## config.mk

```make
export PLATFORM = sky130hd
export DESIGN_NAME = fp2uint_cvt
export DESIGN_NICKNAME = d
export VERILOG_FILES = /design/src/rtl/fp2uint_pkg.sv /design/src/rtl/fp2uint_unpack.sv /design/src/rtl/fp2uint_align.sv /design/src/rtl/fp2uint_core.sv /design/src/rtl/fp2uint_except.sv /design/src/rtl/fp2uint_cvt.sv
export SDC_FILE = /design/constraint.sdc
export NUM_CORES = 1
export LEC_CHECK = 0
export ABC_AREA = 1
export BUFFER_PORTS_ARGS = -buffer_cell sky130_fd_sc_hd__buf_2
export CORE_UTILIZATION = 60
export DETAILED_ROUTE_END_ITERATION = 12
export HOLD_SLACK_MARGIN = 0.15
export PLACE_DENSITY = 0.87
export SYNTH_ARGS = -nofsm -noshare
export SYNTH_HDL_FRONTEND = slang
export SYNTH_SLANG_ARGS = --single-unit
```

## constraint.sdc

```tcl
create_clock -name clk_i -period 0.95 [get_ports clk_i]
set_input_delay 0.0475 -clock clk_i [delete_from_list [all_inputs] [get_ports clk_i]]
set_output_delay 0.0475 -clock clk_i [all_outputs]
set_load 0.01 [all_outputs]
```

## src/rtl/fp2uint_pkg.sv

```systemverilog
package fp2uint_pkg;
  localparam int OPW     = 64;
  localparam int RESW    = 64;
  localparam int NARW    = 32;
  localparam int SGL_EW  = 8;
  localparam int SGL_MW  = 23;
  localparam int DBL_EW  = 11;
  localparam int DBL_MW  = 52;
  localparam int EXPW    = 13;
  localparam int SIGW    = DBL_MW + 1;
  localparam int FRACW   = DBL_MW + RESW;
  localparam int XW      = SIGW + RESW;
  localparam int YW      = FRACW + RESW;
  localparam int SHW     = $clog2(RESW);
  localparam int SGL_BIAS = (1 << (SGL_EW - 1)) - 1;
  localparam int DBL_BIAS = (1 << (DBL_EW - 1)) - 1;

  typedef enum logic [1:0] {
    RM_NEAR = 2'd0,
    RM_ZERO = 2'd1,
    RM_UP   = 2'd2,
    RM_DOWN = 2'd3
  } rmode_e;

  typedef enum logic [1:0] {
    EXC_NONE = 2'd0,
    EXC_INV  = 2'd1,
    EXC_INX  = 2'd2
  } exc_e;

  typedef struct packed {
    logic                   sign;
    logic signed [EXPW-1:0] uexp;
    logic [SIGW-1:0]        sig;
    logic                   mant_nz;
    logic                   is_zero;
  } fields_t;
endpackage

```

## src/rtl/fp2uint_unpack.sv

```systemverilog
module fp2uint_unpack
  import fp2uint_pkg::*;
(
  input  logic [OPW-1:0] op_i,
  input  logic           dbl_i,
  output fields_t        f_o
);
  localparam logic signed [EXPW-1:0] SBIAS = EXPW'(SGL_BIAS);
  localparam logic signed [EXPW-1:0] DBIAS = EXPW'(DBL_BIAS);

  logic [DBL_EW-1:0] d_exp;
  logic [DBL_MW-1:0] d_man;
  logic [SGL_EW-1:0] s_exp;
  logic [SGL_MW-1:0] s_man;

  assign d_exp = op_i[OPW-2 -: DBL_EW];
  assign d_man = op_i[DBL_MW-1:0];
  assign s_exp = op_i[NARW-2 -: SGL_EW];
  assign s_man = op_i[SGL_MW-1:0];

  always_comb begin
    if (dbl_i) begin
      f_o.sign    = op_i[OPW-1];
      f_o.uexp    = $signed({{(EXPW-DBL_EW){1'b0}}, d_exp}) - DBIAS;
      f_o.sig     = {1'b1, d_man};
      f_o.mant_nz = |d_man;
      f_o.is_zero = (d_exp == '0) && (d_man == '0);
    end else begin
      f_o.sign    = op_i[NARW-1];
      f_o.uexp    = $signed({{(EXPW-SGL_EW){1'b0}}, s_exp}) - SBIAS;
      f_o.sig     = {1'b1, s_man, {(DBL_MW-SGL_MW){1'b0}}};
      f_o.mant_nz = |s_man;
      f_o.is_zero = (s_exp == '0) && (s_man == '0);
    end
  end
endmodule

```

## src/rtl/fp2uint_align.sv

```systemverilog
module fp2uint_align
  import fp2uint_pkg::*;
(
  input  logic [SIGW-1:0] sig_i,
  input  logic [SHW-1:0]  shamt_i,
  output logic [RESW-1:0] int_o,
  output logic            rnd_o,
  output logic            sticky_o
);
  // significand sits as a fixed-point value with FRACW fraction bits
  logic [XW-1:0] x;
  logic [YW-1:0] y;

  assign x        = {sig_i, {RESW{1'b0}}};
  assign y        = YW'(x) << shamt_i;
  assign int_o    = y[YW-1 -: RESW];
  assign rnd_o    = y[FRACW-1];
  assign sticky_o = |y[FRACW-2:0];
endmodule

```

## src/rtl/fp2uint_core.sv

```systemverilog
module fp2uint_core
  import fp2uint_pkg::*;
(
  input  logic                   sign_i,
  input  logic signed [EXPW-1:0] uexp_i,
  input  logic                   mant_nz_i,
  input  logic                   is_zero_i,
  input  logic                   wide_i,
  input  rmode_e                 rmode_i,
  input  logic [RESW-1:0]        int_i,
  input  logic                   rnd_i,
  input  logic                   sticky_i,
  output logic [RESW-1:0]        res_o,
  output logic                   inv_o,
  output logic                   inx_o
);
  localparam logic signed [EXPW-1:0] MAXE_W = EXPW'(RESW - 1);
  localparam logic signed [EXPW-1:0] MAXE_N = EXPW'(NARW - 1);
  localparam logic signed [EXPW-1:0] EXP_M1 = -EXPW'(1);

  logic signed [EXPW-1:0] max_e;
  logic [RESW-1:0]        ones;
  logic                   inc;
  logic                   ovf;
  logic [RESW:0]          sum;

  assign max_e = wide_i ? MAXE_W : MAXE_N;
  assign ones  = wide_i ? {RESW{1'b1}} : RESW'({NARW{1'b1}});
  assign inc   = (rnd_i | sticky_i) &
                 ((rmode_i == RM_UP) |
                  ((rmode_i == RM_NEAR) & rnd_i & (sticky_i | int_i[0])));
  assign sum   = {1'b0, int_i} + (RESW+1)'(inc);
  assign ovf   = wide_i ? sum[RESW] : sum[NARW];

  always_comb begin
    res_o = '0;
    inv_o = 1'b0;
    inx_o = 1'b0;
    if (is_zero_i) begin
      res_o = '0;
    end else if (uexp_i > max_e) begin
      inv_o = 1'b1;
      res_o = sign_i ? '0 : ones;
    end else if (!uexp_i[EXPW-1]) begin
      if (sign_i) begin
        inv_o = 1'b1;
      end else if (ovf) begin
        inv_o = 1'b1;
        res_o = ones;
      end else begin
        inx_o = rnd_i | sticky_i;
        res_o = sum[RESW-1:0];
      end
    end else begin
      inx_o = 1'b1;
      unique case (rmode_i)
        RM_UP:   if (!sign_i) res_o = RESW'(1);
        RM_DOWN: if (sign_i) inv_o = 1'b1;
        RM_NEAR: if (uexp_i == EXP_M1 && mant_nz_i) begin
                   if (sign_i) inv_o = 1'b1;
                   else        res_o = RESW'(1);
                 end
        default: ;
      endcase
      if (inv_o) inx_o = 1'b0;
    end
  end

  // invalid never leaves inexact standing
  always_comb a_r9_core_prio: assert (!(inv_o && inx_o));
endmodule

```

## src/rtl/fp2uint_except.sv

```systemverilog
module fp2uint_except
  import fp2uint_pkg::*;
(
  input  logic [RESW-1:0] res_i,
  input  logic            inv_i,
  input  logic            inx_i,
  input  logic            trap_inv_en_i,
  input  logic            trap_inx_en_i,
  output logic [RESW-1:0] res_o,
  output logic            trap_o,
  output exc_e            code_o,
  output logic            flag_inv_o,
  output logic            flag_inx_o
);
  always_comb begin
    res_o      = res_i;
    trap_o     = 1'b0;
    code_o     = EXC_NONE;
    flag_inv_o = 1'b0;
    flag_inx_o = 1'b0;
    if (inv_i) begin
      if (trap_inv_en_i) begin
        trap_o = 1'b1;
        code_o = EXC_INV;
        res_o  = '0;
      end else begin
        flag_inv_o = 1'b1;
      end
    end else if (inx_i) begin
      if (trap_inx_en_i) begin
        trap_o = 1'b1;
        code_o = EXC_INX;
        res_o  = '0;
      end else begin
        flag_inx_o = 1'b1;
      end
    end
  end
endmodule

```

## src/rtl/fp2uint_cvt.sv

```systemverilog
module fp2uint_cvt
  import fp2uint_pkg::*;
(
  input  logic            clk_i,
  input  logic            rst_ni,
  input  logic            valid_i,
  input  logic [OPW-1:0]  operand_i,
  input  logic            src_dbl_i,
  input  logic            dst_wide_i,
  input  logic [1:0]      rmode_i,
  input  logic            trap_inv_en_i,
  input  logic            trap_inx_en_i,
  output logic            valid_o,
  output logic [RESW-1:0] result_o,
  output logic            trap_o,
  output logic [1:0]      exc_code_o,
  output logic            flag_inv_o,
  output logic            flag_inx_o
);
  fields_t         f;
  logic [RESW-1:0] int_part;
  logic            rnd, sticky;
  logic [RESW-1:0] core_res, fin_res;
  logic            core_inv, core_inx;
  logic            fin_trap, fin_inv, fin_inx;
  exc_e            fin_code;
  logic            wide_q;

  fp2uint_unpack u_unpack (
    .op_i  (operand_i),
    .dbl_i (src_dbl_i),
    .f_o   (f)
  );

  fp2uint_align u_align (
    .sig_i    (f.sig),
    .shamt_i  (f.uexp[SHW-1:0]),
    .int_o    (int_part),
    .rnd_o    (rnd),
    .sticky_o (sticky)
  );

  fp2uint_core u_core (
    .sign_i    (f.sign),
    .uexp_i    (f.uexp),
    .mant_nz_i (f.mant_nz),
    .is_zero_i (f.is_zero),
    .wide_i    (dst_wide_i),
    .rmode_i   (rmode_e'(rmode_i)),
    .int_i     (int_part),
    .rnd_i     (rnd),
    .sticky_i  (sticky),
    .res_o     (core_res),
    .inv_o     (core_inv),
    .inx_o     (core_inx)
  );

  fp2uint_except u_except (
    .res_i         (core_res),
    .inv_i         (core_inv),
    .inx_i         (core_inx),
    .trap_inv_en_i (trap_inv_en_i),
    .trap_inx_en_i (trap_inx_en_i),
    .res_o         (fin_res),
    .trap_o        (fin_trap),
    .code_o        (fin_code),
    .flag_inv_o    (fin_inv),
    .flag_inx_o    (fin_inx)
  );

  always_ff @(posedge clk_i or negedge rst_ni) begin
    if (!rst_ni) begin
      valid_o    <= 1'b0;
      result_o   <= '0;
      trap_o     <= 1'b0;
      exc_code_o <= EXC_NONE;
      flag_inv_o <= 1'b0;
      flag_inx_o <= 1'b0;
      wide_q     <= 1'b0;
    end else begin
      valid_o <= valid_i;
      if (valid_i) begin
        result_o   <= fin_res;
        trap_o     <= fin_trap;
        exc_code_o <= fin_code;
        flag_inv_o <= fin_inv;
        flag_inx_o <= fin_inx;
        wide_q     <= dst_wide_i;
      end
    end
  end

  a_r1_valid_next: assert property (@(posedge clk_i) disable iff (!rst_ni)
    valid_i |=> valid_o);
  a_r1_idle_next: assert property (@(posedge clk_i) disable iff (!rst_ni)
    !valid_i |=> !valid_o);
  a_r9_one_flag: assert property (@(posedge clk_i) disable iff (!rst_ni)
    $onehot0({flag_inv_o, flag_inx_o}));
  a_r10_trap_clean: assert property (@(posedge clk_i) disable iff (!rst_ni)
    trap_o |-> (result_o == '0 && !flag_inv_o && !flag_inx_o &&
                (exc_code_o == EXC_INV || exc_code_o == EXC_INX)));
  a_r10_no_code_untrapped: assert property (@(posedge clk_i) disable iff (!rst_ni)
    !trap_o |-> exc_code_o == EXC_NONE);
  a_r11_narrow_zext: assert property (@(posedge clk_i) disable iff (!rst_ni)
    (valid_o && !wide_q) |-> result_o[RESW-1:NARW] == '0);
  a_r6_inv_saturates: assert property (@(posedge clk_i) disable iff (!rst_ni)
    flag_inv_o |-> (result_o == '0 || result_o == {RESW{1'b1}} ||
                    result_o == RESW'({NARW{1'b1}})));
endmodule

```

==> reports/results.tsv, run 1 <==
metric	value	unit
Clock Tree Buf Depth	2	
Post-DP HPWL	43600	microns
Starting Density	61.2	%
Total GRT Usage	108	%
Avg Synthesized Cell Area	5.27	sq um
status	aborted with a tool error	
vias in the first global route	25401	
CTS Buf Count	9	
Port Buf Inserts	142	
Ys Warns	0	
library cells used by synthesis	44	
first-pass GRT wire length	151000	microns
Die Y	137	microns
CTS Root Cell	clkbuf_16	
FP Rows	49	
Die W	137	microns
Primary FF master, synth	dfrtp_1	
Syn Nets	2163	
number of synthesized flops with an enable pin	0	
Top-Level Pins	143	
#FFs+latches synth	70	
mapped cell area	0.0110	sq mm
H-Tree Depth	3	
Tool Error	[ERROR GRT-0116] Global routing finished with congestion. Check the congestion regions in the DRC Viewer.	
routability cong.	1.23	
Synth async-reset ratio	100	%
Syn Inst Count	2080	
largest net degree at the start of global routing	71	
Sinks on Clock Net	70	
grt ovf	2258	
placed cell area	0.0152	sq mm
Seq/Total Area, Yosys	16.0	%
Fail Step	5_1_grt	
cell usage after synthesis (8+ instances only):
library cell	count	share of area, %
a21oi_1	16	0.73
buf_2	56	2.6
buf_4	17	1.2
clkbuf_1	31	1.1
dfrtp_1	70	16
ha_1	10	1.1
inv_1	163	5.6
nand2_1	826	28
nand2_2	8	0.46
nand3_1	433	20
nand3_2	16	1.5
nand4_1	72	4.1
nor2_1	117	4.0
nor3_1	26	1.2
nor4_1	13	0.74
o21ai_0	61	2.8
o21ai_1	48	2.2
or2_2	9	0.51
xnor2_1	13	1.0
xor2_1	12	0.96
timing repair:
action,CTS
hold buffers,3
setup buffers,61
endpoints found under the setup margin,77
hold endpoints to repair,73
resized for setup,215
pin swaps,53
gates cloned,13
layer usage:
layer	GRT overflow	global-route usage (%)
met2	1641	144
met3	72	80.6
met1	87	93.3
met5	9	60.6
met4	449	121
metrics by stage:
stage	instances	hold slack (ps)	utilization, %	setup WS, ps
floorplan	2080	-248	-	-2570
global placement	2806	87.5	84.7	-3260
detailed placement	2806	101	84.7	-3750
CTS	2898	154	95.4	-2970
cell families after synthesis:
family,share of synthesized area [%]
xor+xnor,2.00
flops,16.0
fa+ha+maj,1.14
simple gates,62.3
buf+inv,11.6
compound gates,7.06
==> run 2: changes to the inputs <==
Settings changed: CORE_UTILIZATION 60 to 40, HOLD_SLACK_MARGIN 0.15 to default, PLACE_DENSITY 0.87 to default, PLACE_DENSITY_LB_ADDON from default to 0.15.
==> run 2 against run 1 <==
  * The flow now finishes, with violations (setup timing)
  * Synthesized cell count unchanged
  * Area after synthesis did not move
==> reports/results.tsv, run 2 <==
metric	value	unit	change
status	complete, but fails checks		
failing checks	setup timing		
Slowest cell on crit path	ha_4		
RSZ-0062 raised after global routing	true		
largest net degree at the start of global routing	54		
biggest regs	result_o (64), exc_code_o (2)		
most numerous cell in the Yosys netlist	nand2_1		
clock skew	0	ps	
Ys Warns	0		unchanged
most frequent cells in the layout	nand2_1 (775), buf_4 (509), nand3_1 (298), inv_1 (158), buf_2 (134)		
CP arrival	4210	ps	
Clock Tree Buf Depth	2		unchanged
# DRC	0		
Worst setup SP type	primary input		
Clk pin slew, worst setup/hold paths	70	ps	
r2r startpoint	result_o[23]		
pwr/cell area	1200	mW/mm^2	
grt met2 use	67.2	%	
CTS Buf Count	9		unchanged
Setup CP Type	primary input to flip-flop		
most common cell after layout, fill and taps aside	nand2_1		
Seq/Total Area, Yosys	16.0	%	unchanged
Area contributors post-synth	nand2_1 (28%), nand3_1 (20%), dfrtp_1 (16%), inv_1 (5.6%), nand4_1 (4.1%)		
Synth async-reset ratio	100	%	unchanged
first-pass GRT wire length	85700	microns	
Avg Synthesized Cell Area	5.27	sq um	unchanged
placed cell area	0.0158	sq mm	+4.1%
#FFs+latches synth	70		unchanged
Cells after DPL	2973		+6.0%
number of synthesized flops with an enable pin	0		unchanged
Syn Inst Count	2080		unchanged
Fin. Hold Viols	0		
CTS tree	yes		
die area	0.0280	sq mm	
most instantiated cells after synthesis	nand2_1 (826), nand3_1 (433), inv_1 (163)		
grt ovf	0		
core area	0.0269	sq mm	
Global Route met1 Usage	49.2	%	
post-DR wirelength/cell	19.8	microns	
Total GRT Usage	39.6	%	
antenna violation net count after detailed routing	0		
Worst-Margin Slew	794	ps	
Post-DP HPWL	46700	microns	+7.2%
Port Buf Inserts	142		unchanged
total negative setup slack	-204010	ps	
routed via count	17192		
initial antenna violation count	0		
M3 GR Usage	6.24	%	
Leak Pwr	0.00965	uW	
library cells used by synthesis	44		unchanged
VDD IR-drop max	0.000865	V	
Peak Freq	0.252	GHz	
Top-Level Pins	143		unchanged
vias in the first global route	15643		
Critical Path End Type	flip-flop		
routability cong.	1.07		-13%
Top reg by flops	result_o		
Max Cap Viol	0		
post-synth top area cell	nand2_1		
mapped cell area	0.0110	sq mm	unchanged
starting DRC count in detailed routing	2003		
CP dominant cell by count	nand3_4		
Starting Density	40.7	%	-20 points
slowest stage delay, CP	260	ps	
post-layout net count	2774		
Primary FF master, synth	dfrtp_1		
relative slew slack	46.7	%	
Pre-antenna DRT Iters	10		
Syn Nets	2163		unchanged
Sinks on Clock Net	70		unchanged
final slew viol count	0		
Yosys top cell area share	28.3	%	unchanged
total wire length	60100	microns	
number of diodes	0		
number of flip-flops under the largest register name	64		
# setup viols final	70		
setup slack, reg-to-reg	180	ps	
Vias per Instance	5.66		
Tmin final	3970	ps	
Final Instance Count excl. Fillers	3037		
FP Rows	60		+22%
Crit Path Max Fanout	8		
Die Y	167	microns	+22%
layout cells sized above 1	37.6	%	
post-route cell area	0.0182	sq mm	
WP data required	1200	ps	
Layout area overhead	66.2	%	
hold slack	115	ps	
CTS Root Cell	clkbuf_16		
worst hold path type	primary input to async pin		
Die W	167	microns	+22%
crit share post-route	418	%	
FF-to-FF End	result_o[23]		
Worst Reg-to-Reg Cells	3		
worst skew pair latency	340	ps	
Most Crowded Layer GR	met2		
final setup margin	-3020	ps	
H-Tree Depth	3		unchanged
## run 2: cell counts after synthesis
Identical to the previous run, type by type.
## run 2: logic make-up (layout without fill, tap and decap cells)
logic type,count (synthesis),count (layout),synth area share [%]
buffers and inverters,288,902,11.6
flip-flops,70,70,16.0
adder cells (fa/ha/maj),10,10,1.14
AO/OA/AOI/OAI,143,143,7.06
AND/OR/NAND/NOR,1544,1546,62.3
XOR/XNOR,25,25,2.00
## run 2: metal layers
layer / share of wire [%] / up-vias / wire (microns)
met1: 39 / 7932 / 23600
met3: 9.0 / 226 / 5410
li1: - / 8085 / -
met2: 46 / 949 / 27600
met4: 5.9 / 0 / 3560
met5: 0 / - / 0
## run 2: layout make-up
cell class                      count  area (sq um)
Clock buffer                       10           239
Clock inverter                      6          93.8
Fill cell                        2447          8670
Inverter                          173           687
Multi-Input combinational cell   1724          9290
Sequential cell                    70          1750
Tap cell                          341           427
Timing Repair Buffer              713          5720
## run 2: worst max path at each step
| stage | startpoint | endpoint | cells past startpoint |
|---|---|---|---|
| global placement | operand_i[24] | result_o[30] | 34 |
| detailed placement | operand_i[24] | result_o[1] | 35 |
| CTS | operand_i[24] | result_o[39] | 35 |
| finish | operand_i[23] | result_o[10] | 36 |
| floorplan | operand_i[52] | result_o[16] | 36 |
| global route | operand_i[23] | trap_o | 38 |
## run 2: timing repair
| action | 4_1_cts | 5_1_grt |
|---|---|---|
| resized for setup | 32 | 320 |
| hold buffers | 2 | 0 |
| endpoints found under the setup margin | 70 | 81 |
| endpoints found under the hold margin | 71 | 0 |
| setup buffers | 0 | 28 |
| pin swaps | 2 | 68 |
| cloned | 1 | 17 |
## run 2: where the power goes
part / switching [uW] / internal (uW)
registers: 180 / 3300
logic: 8270 / 6130
clock network: 1540 / 2390
## run 2: worst max-delay path: cells and delay by family
family	cells	cell delay (ps)
AO/OA/AOI/OAI	3	510
adder cells (fa/ha/maj)	2	480
buffers and inverters	9	900
AND/OR/NAND/NOR	22	2220
## run 2: through the flow
step	total power (uW)	worst slack (ps)	utilization [%]
5_1_grt	22900	-3210	67.7
2_1_floorplan	9390	-2570	-
3_3_place_gp	15500	-3670	58.8
3_5_place_dp	15600	-3730	58.8
6_report	21800	-3020	67.7
4_1_cts	19600	-2990	60.6
No activity file was read; power rests on OpenSTA's default activity.
